## src/rtl/npc_pkg.sv

```systemverilog
package npc_pkg;
  localparam int OPC_W = 6;
  localparam int FN_W  = 6;
  localparam int IMM_W = 16;
  localparam int IDX_W = 26;

  localparam logic [OPC_W-1:0] OPC_SPECIAL = 6'b000000;
  localparam logic [OPC_W-1:0] OPC_J       = 6'b000010;
  localparam logic [OPC_W-1:0] OPC_JAL     = 6'b000011;
  localparam logic [OPC_W-1:0] OPC_BEQ     = 6'b000100;
  localparam logic [OPC_W-1:0] OPC_BNE     = 6'b000101;
  localparam logic [FN_W-1:0]  FN_JR       = 6'b001000;

  typedef enum logic [2:0] {
    FLOW_SEQ,
    FLOW_BEQ,
    FLOW_BNE,
    FLOW_J,
    FLOW_JAL,
    FLOW_JR
  } flow_e;
endpackage

```

## src/rtl/npc_decode.sv

```systemverilog
module npc_decode
  import npc_pkg::*;
(
  input  logic [OPC_W-1:0] op_i,
  input  logic [FN_W-1:0]  fn_i,
  output flow_e            flow_o
);
  always_comb begin
    unique case (op_i)
      OPC_SPECIAL: flow_o = (fn_i == FN_JR) ? FLOW_JR : FLOW_SEQ;
      OPC_J:       flow_o = FLOW_J;
      OPC_JAL:     flow_o = FLOW_JAL;
      OPC_BEQ:     flow_o = FLOW_BEQ;
      OPC_BNE:     flow_o = FLOW_BNE;
      default:     flow_o = FLOW_SEQ;
    endcase
  end
endmodule

```

## src/rtl/npc_target.sv

```systemverilog
module npc_target
  import npc_pkg::*;
#(
  parameter int XLEN = 32
) (
  input  logic [XLEN-1:0]  pc_i,
  input  logic [IMM_W-1:0] imm_i,
  input  logic [IDX_W-1:0] idx_i,
  output logic [XLEN-1:0]  seq_o,
  output logic [XLEN-1:0]  br_o,
  output logic [XLEN-1:0]  jmp_o
);
  localparam int STEP     = 4;
  localparam int SEXT_W   = XLEN - IMM_W - 2;
  localparam int REGION_L = IDX_W + 2;

  logic [XLEN-1:0] offs;

  always_comb begin
    seq_o = pc_i + XLEN'(STEP);
    offs  = {{SEXT_W{imm_i[IMM_W-1]}}, imm_i, 2'b00};
    br_o  = seq_o + offs;
    jmp_o = {seq_o[XLEN-1:REGION_L], idx_i, 2'b00};
  end
endmodule

```

## src/rtl/npc_select.sv

```systemverilog
module npc_select
  import npc_pkg::*;
#(
  parameter int              XLEN    = 32,
  parameter logic [XLEN-1:0] IRQ_VEC = 32'h8000_0180
) (
  input  flow_e           flow_i,
  input  logic            eq_i,
  input  logic            irq_i,
  input  logic            eret_i,
  input  logic [XLEN-1:0] seq_i,
  input  logic [XLEN-1:0] br_i,
  input  logic [XLEN-1:0] jmp_i,
  input  logic [XLEN-1:0] reg_i,
  input  logic [XLEN-1:0] epc_i,
  output logic [XLEN-1:0] stream_o,
  output logic [XLEN-1:0] npc_o
);
  logic [XLEN-1:0] flow_tgt;

  always_comb begin
    unique case (flow_i)
      FLOW_BEQ: flow_tgt = eq_i  ? br_i : seq_i;
      FLOW_BNE: flow_tgt = !eq_i ? br_i : seq_i;
      FLOW_J,
      FLOW_JAL: flow_tgt = jmp_i;
      FLOW_JR:  flow_tgt = reg_i;
      default:  flow_tgt = seq_i;
    endcase
    stream_o = eret_i ? epc_i : flow_tgt;
    npc_o    = irq_i ? IRQ_VEC : stream_o;
  end
endmodule

```

## src/rtl/npc_ctrl.sv

```systemverilog
module npc_ctrl
  import npc_pkg::*;
#(
  parameter int              XLEN      = 32,
  parameter logic [XLEN-1:0] RESET_VEC = 32'h0040_0000,
  parameter logic [XLEN-1:0] IRQ_VEC   = 32'h8000_0180
) (
  input  logic            clk,
  input  logic            rst_n,
  input  logic [31:0]     instr_i,
  input  logic            eq_flag_i,
  input  logic [XLEN-1:0] rs_val_i,
  input  logic            irq_i,
  input  logic            eret_i,
  output logic [XLEN-1:0] pc_o,
  output logic [XLEN-1:0] link_o,
  output logic            link_we_o,
  output logic [XLEN-1:0] epc_o
);
  flow_e           flow;
  logic [XLEN-1:0] seq_a, br_a, jmp_a, stream_a;
  logic [XLEN-1:0] pc_q, pc_d, epc_q, epc_d;
  logic            pc_en, epc_en;

  npc_decode u_dec (
    .op_i   (instr_i[31:26]),
    .fn_i   (instr_i[5:0]),
    .flow_o (flow)
  );

  npc_target #(.XLEN(XLEN)) u_tgt (
    .pc_i  (pc_q),
    .imm_i (instr_i[15:0]),
    .idx_i (instr_i[25:0]),
    .seq_o (seq_a),
    .br_o  (br_a),
    .jmp_o (jmp_a)
  );

  npc_select #(.XLEN(XLEN), .IRQ_VEC(IRQ_VEC)) u_sel (
    .flow_i   (flow),
    .eq_i     (eq_flag_i),
    .irq_i    (irq_i),
    .eret_i   (eret_i),
    .seq_i    (seq_a),
    .br_i     (br_a),
    .jmp_i    (jmp_a),
    .reg_i    (rs_val_i),
    .epc_i    (epc_q),
    .stream_o (stream_a),
    .npc_o    (pc_d)
  );

  // next-state: EPC captures the would-be next address only on interrupt entry
  always_comb begin
    pc_en  = 1'b1;
    epc_en = irq_i;
    epc_d  = stream_a;
  end

  always_ff @(posedge clk or negedge rst_n) begin
    if (!rst_n) begin
      pc_q  <= RESET_VEC;
      epc_q <= '0;
    end else begin
      if (pc_en)  pc_q  <= pc_d;
      if (epc_en) epc_q <= epc_d;
    end
  end

  assign pc_o      = pc_q;
  assign epc_o     = epc_q;
  assign link_o    = seq_a;
  assign link_we_o = (flow == FLOW_JAL);
endmodule

```

## config.mk

```make
export PLATFORM = sky130hd
export DESIGN_NAME = npc_ctrl
export DESIGN_NICKNAME = d
export VERILOG_FILES = /design/src/rtl/npc_pkg.sv /design/src/rtl/npc_decode.sv /design/src/rtl/npc_target.sv /design/src/rtl/npc_select.sv /design/src/rtl/npc_ctrl.sv
export SDC_FILE = /design/constraint.sdc
export NUM_CORES = 1
export LEC_CHECK = 0
export BUFFER_PORTS_ARGS = -buffer_cell sky130_fd_sc_hd__buf_2
export CAP_MARGIN = 20
export CORE_MARGIN = 1
export CORE_UTILIZATION = 54
export CTS_BUF_LIST = sky130_fd_sc_hd__clkbuf_8
export DETAILED_ROUTE_END_ITERATION = 12
export PLACE_DENSITY = 0.86
export SYNTH_ARGS = -nofsm -noshare
export SYNTH_HDL_FRONTEND = slang
export SYNTH_SLANG_ARGS = --single-unit
```

## constraint.sdc

```tcl
create_clock -name clk -period 4.2 [get_ports clk]
set_input_delay 0.84 -clock clk [delete_from_list [all_inputs] [get_ports clk]]
set_output_delay 0.84 -clock clk [all_outputs]
set_load 0.02 [all_outputs]
```

**After elaboration in Yosys (flattened, before gate mapping)**

Index checks and enable logic that the tools add are counted.

- $add $sub $neg: 2
- Multipliers: 0
- Divide/modulo/power cells: 0
- $lt $le $gt $ge: 0
- Equal/unequal tests: 10
- Shift-type cells: 0
- Mux-type cells: 7
- Bitwise gates (word level): 0
- Reductions and logical operators: 2

Operators with widths:

| cell | count |
|---|---|
| 32-bit two-way mux | 4 |
| 32-bit one-hot mux with 4 select lines | 1 |
| 32-bit by 3-bit adder with 32-bit output (second input constant) | 1 |
| 32-bit adder | 1 |
| 3-bit one-hot mux with 5 select lines | 1 |
| 6-bit by 2-bit == test with 1-bit output (second input constant) | 2 |
| 6-bit by 3-bit == test with 1-bit output (second input constant) | 2 |
| 3-bit by 2-bit == test with 1-bit output (second input constant) | 2 |
| 3-bit == test (second input constant) | 2 |
| 6-bit by 4-bit == test with 1-bit output (second input constant) | 1 |
| 6-bit zero test | 1 |
| 3-bit by 1-bit == test with 1-bit output (second input constant) | 1 |
| 3-bit two-way mux | 1 |
| 2-bit OR reduction | 1 |

- Register bits after elaboration: 64
- Latch bits: 0
- Bits in writable memories: 0
- Memory bits (read-only): 0
- Bits of input ports: 69
- Output and inout port bits: 97
- Logic and storage cells: 23
- Memories kept: 0

**Depth between registers and ports, before layout**

- Word-level depth: 8
- Gate-level depth with buffers: 17
- Depth with buffers taken out: 15

**Cells and area by module**

A second synthesis with hierarchy kept.

- Cell total of the unflattened synthesis: 932
- Area, all modules: 7797.5 sq um

By module, submodules not included:

| module | instances | cells an instance | area each (sq um) | seq. area each (sq um) |
|---|---|---|---|---|
| npc_select | 1 | 452 | 2961.6 | 0.0 |
| npc_target | 1 | 367 | 2586.2 | 0.0 |
| npc_ctrl | 1 | 101 | 2154.6 | 1602.8 |
| npc_decode | 1 | 12 | 95.1 | 0.0 |

**Least setup slack after synthesis**

No wires, ideal clock.

- Kind: register -> register
- Start: reg pc_q[7] (netlist: pc_o[7])
- End: reg epc_q[26] (netlist: epc_o[26])
- Library setup time: 0.137 ns
- Data arrival time: 3.783 ns
- Data required time: 4.063 ns
- Setup slack: 0.280 ns
- Stages on the path, launching flop included: 17
- Buffers on the path: 1
- Period minus slack after synthesis: 3.920 ns
- Path through: dfrtp_1 > and4_4 > and4_1 > and3_1 > buf_2 > nand4_1 > xnor2_1 > ha_1 > and2_1 > o2111ai_1 > o21a_1 > o21a_1 > o21ai_0 > o31a_1 > or3_1 > a31oi_1 > a21oi_1

- Longest elaborated chain between the ends: 5
- Elaborated cells between the ends (all ways): 6
- Those cells by class: add/sub: 2; mux: 4

RTL lines:

| item | line | RTL |
|---|---|---|
| start: declaration | npc_ctrl.sv:22 | `logic [XLEN-1:0] pc_q, pc_d, epc_q, epc_d;` |
| start signal: assignment | npc_ctrl.sv:66 | `if (pc_en) pc_q <= pc_d;` |
| 32-bit by 3-bit adder with 32-bit output * | npc_target.sv:20 | `seq_o = pc_i + XLEN'(STEP);` |
| named net link_o[18] | npc_ctrl.sv:16 | `output logic [XLEN-1:0] link_o,` |
| 32-bit adder * | npc_target.sv:22 | `br_o = seq_o + offs;` |
| 32-bit two-way mux, on equally long branches | npc_select.sv:24, npc_select.sv:23 |  |
| 32-bit one-hot mux with 4 select lines * | npc_select.sv:22 | `unique case (flow_i)` |
| 32-bit two-way mux * | npc_select.sv:30 | `stream_o = eret_i ? epc_i : flow_tgt;` |
| end signal: assignment | npc_ctrl.sv:67 | `if (epc_en) epc_q <= epc_d;` |
| end: declaration | npc_ctrl.sv:22 |  |

Mark *: on every way through the listed nets, which the timed path passes. The rest lies on a longest branch.
A chain may end at the register's enable or synchronous reset.

**Final worst setup path**

- Start: reg pc_q[7] (netlist: pc_o[7])
- End: reg pc_q[31] (netlist: pc_o[31])

- Longest elaborated chain between the ends: 6
- Elaborated cells between the ends (all ways): 7
- Those cells by class: add/sub: 2; mux: 5

RTL lines:

| item | line | RTL |
|---|---|---|
| 32-bit by 3-bit adder with 32-bit output * | npc_target.sv:20 |  |
| 32-bit adder | npc_target.sv:22 |  |
| 32-bit two-way mux, on equally long branches | npc_select.sv:24, npc_select.sv:23 |  |
| 32-bit one-hot mux with 4 select lines * | npc_select.sv:22 |  |
| 32-bit two-way mux * | npc_select.sv:30 |  |
| 32-bit two-way mux * | npc_select.sv:31 | `npc_o = irq_i ? IRQ_VEC : stream_o;` |
| named net pc_d[31] | npc_ctrl.sv:22 |  |

Marks and branches as above.

==> flow_summary.yaml <==
pwr:
  combPwrFrac_pct: 42.2
  clkPwrFrac_pct: 21.2
  p_switching_uw: 855
  powerDensity_nw_per_um2: 313
  switching_share_pct: 41.3
  seqPwrFrac_pct: 36.7
  internal-power_mw: 1.21
  peakVddDrop_uv: 366
  total_power_mw: 2.07
  p_leak_nw: 3.20
route:
  viasPerCell: 6.30
  dr.pass1.iters: 5
  ant_nets: 0
  avgRoutedWirePerCell_um: 20.2
  remaining_drc_errors: 0
  vias: 5972
  wl_um: 19100
  first_iter_violations: 418
grt:
  grt_max_degree: 43
  antenna_found_initial: 0
  grt_pass1_wl_um: 28600
  overflow: 0
  grt_pass1_vias: 5402
  grt_use_total_pct: 36.4
floorplan:
  core_area_sq_um: 9770
  pin_count: 166
  die_h_um: 102
  die_w_um: 102
  initial_core_util_pct: 55.5
  rows: 36
  die-area_sq_um: 10500
timing:
  worst_pin_slew_ns: 0.978
  slew_viol_final: 0
  max_slew_margin_pct: 34.8
  finalCritPeriodShare_pct: 94.3
  totalNegativeSetupSlack_ns: 0
  report.final.hold_viol_count: 0
  rsz0062_at_grt: "true"
  timing.fmax_mhz: 252
  setup_viol: 0
  finalCriticalPeriod_ns: 3.96
  skew_ns: 0.0115
run:
  maxCapViolCount: 0
finish:
  final_common_cell: "buf_2"
  n_antenna_cell: 0
  fillers: 836
  final_nets: 917
  regArea_sq_um: 1600
  final_cells: 948
  drive_above_1_share_pct: 27.4
  multi_input_area_sq_um: 3670
  layout_common_cells: "165 x buf_2, 72 x nand2_1, 69 x a21oi_1, 63 x dfrtp_1, 62 x nor2_1"
  area_delta_synth_final_pct: 21.5
logic_synthesis:
  syn_inst: 658
  ys_async_sr_fraction_pct: 100
  yosys_register_bits: 64
  syn-num-nets: 765
  synth.distinct_cells: 69
  synth_warnings: 0
  ys_seq_area_share_pct: 29.5
  syn_area_sq_um: 5430
  synth_edf_count: 0
  ys.flop_type: "dfrtp_1"
  syn_area_per_cell_sq_um: 8.25
clock_network:
  cts-root-buf: "clkbuf_8"
  cts_sinks: 64
  clk_latency_ns: 0.34
  h-tree-depth: 3
  numCtsBuffers: 9
  cts_tree: "done"
  cts_hold_buf: 0
  path_clk_slew_ns: 0.07
  cts_buffer_depth: 2
placement:
  io_buffers: 165
  dpl.hpwl_um: 14800
  dp_cells: 930
  place.gp.congestion: 0.983
worst_setup_path:
  path_max_fanout: 8
  crit_path_end_kind: "flip-flop"
  crit_arrival_ns: 4.13
  critPathKind: "reg2reg"
  cp_common_cell: "mux2i_1"
  critPathMaxStageDelay_ns: 0.45
  critPathSlowestCell: "dfrtp_1"
  critPathLaunchType: "flip-flop"
  crit_required_ns: 4.37
  path_cells: "and4_4 > and4_1 > and3_2 > nand3_1 > xnor2_2 > ha_1 > o21a_1 > o211a_1 > o2111a_1 > o211ai_1 > a21boi_0 > mux2i_1 > nor2_1 > mux2i_1 > a31oi_1"
run_status:
  outcome: "finished clean"
worst_hold_path:
  hold_path.class: "reg2reg"
-- worst max-delay path: cells and delay by family (launching register included) --
family	cells	cell delay, ns
AOI/OAI and AO/OA	6	1.21
muxes	2	0.45
xor gates and xnor gates	1	0.20
adders and majority gates	1	0.38
DFF	1	0.45
and+or+nand+nor	5	1.10
-- power groups by stage --
stage | Clock [mW] | Combinational, mW | Sequential, mW
2_1_floorplan | 0 | 0.475 | 0.837
3_3_place_gp | 0 | 0.830 | 0.761
3_5_place_dp | 0 | 0.845 | 0.765
4_1_cts | 0.443 | 0.852 | 0.754
5_1_grt | 0.466 | 0.941 | 0.765
6_report | 0.438 | 0.872 | 0.758
-- through the flow --
stage          util [%]  setup WS (ns)  hold WS [ns]  area, sq um
2_1_floorplan         -          0.280         0.544         5430
3_3_place_gp       65.0          0.252         0.485         6350
3_5_place_dp       65.3          0.139         0.497         6380
4_1_cts            67.0          0.104         0.516         6550
5_1_grt            67.5       -0.00489         0.532         6600
6_report           67.5          0.238         0.517         6600
-- routing by layer --
| layer | global-route usage (%) | part of all wire [%] | vias up |
|---|---|---|---|
| li1 | - | - | 2741 |
| met3 | 8.07 | 10 | 47 |
| met5 | 0 | 0 | - |
| met4 | 12.7 | 2.9 | 0 |
| met1 | 52.8 | 43 | 2866 |
| met2 | 53.4 | 44 | 318 |
-- synthesized netlist by cell type (all sizes together) (3+ instances only) --
cell	n	area, sq um
buf	12	71.3
inv	9	33.8
nand4	8	50.1
mux2i	4	40.0
nor2	62	233
o211ai	5	42.5
o211a	6	60.1
a211oi	4	30.0
a21oi	72	372
and3	6	37.5
or3	6	38.8
ha	37	463
a221oi	10	100
nand2	72	270
a21boi	3	22.5
nor2b	6	37.5
xor2	12	105
o22ai	3	18.8
nor3	12	82.6
and2	8	50.1
o22a	5	43.8
and4	5	46.3
a21o	7	52.6
o21ai	59	295
mux2	3	33.8
clkbuf	26	100
a31oi	9	56.3
a221o	23	230
nand3	20	105
dfrtp	63	1580
o21a	9	67.6
xnor2	36	315
nor3b	6	45.0
nand2b	3	18.8
-- sequential cells by signal, summed over array words and instances (netlist names) --
name,cells
epc_o,32
pc_o,32
-- timing repair --
action | CTS | global route
setup endpoints to repair | 0 | 16
setup buffers | 0 | 2
resized for setup | 0 | 8
-- worst paths after layout --
kind                          start       end  slack (ns)  cells after the start
hold reg to reg            epc_o[9]  epc_o[9]        0.52                      1
setup / recovery            pc_o[7]  pc_o[31]        0.24                     15
setup reg to reg            pc_o[7]  pc_o[31]        0.24                     15
hold / removal             epc_o[9]  epc_o[9]        0.52                      1
min in group asynchronous     rst_n  pc_o[29]        0.63                      1
max in group asynchronous     rst_n  epc_o[2]        2.73                      2
-- layout make-up --
cell class | instances | share of cell area [%]
Multi-Input combinational cell | 547 | 55.6
Sequential cell | 64 | 24.3
Timing Repair Buffer | 179 | 14.6
Tap cell | 133 | 2.52
Clock buffer | 9 | 1.88
Clock inverter | 7 | 0.607
Inverter | 9 | 0.512
-- kinds of logic (layout without fill, tap and decap cells) --
logic type,after synthesis,in the layout,synth area share (%)
xor+xnor,48,48,7.74
mux,7,7,1.36
compound gates,231,231,28.4
simple gates,223,223,20.3
buf+inv,47,204,3.78
fa+ha+maj,38,38,8.90
flops,64,64,29.5
Power figures use the tool's default switching activity.
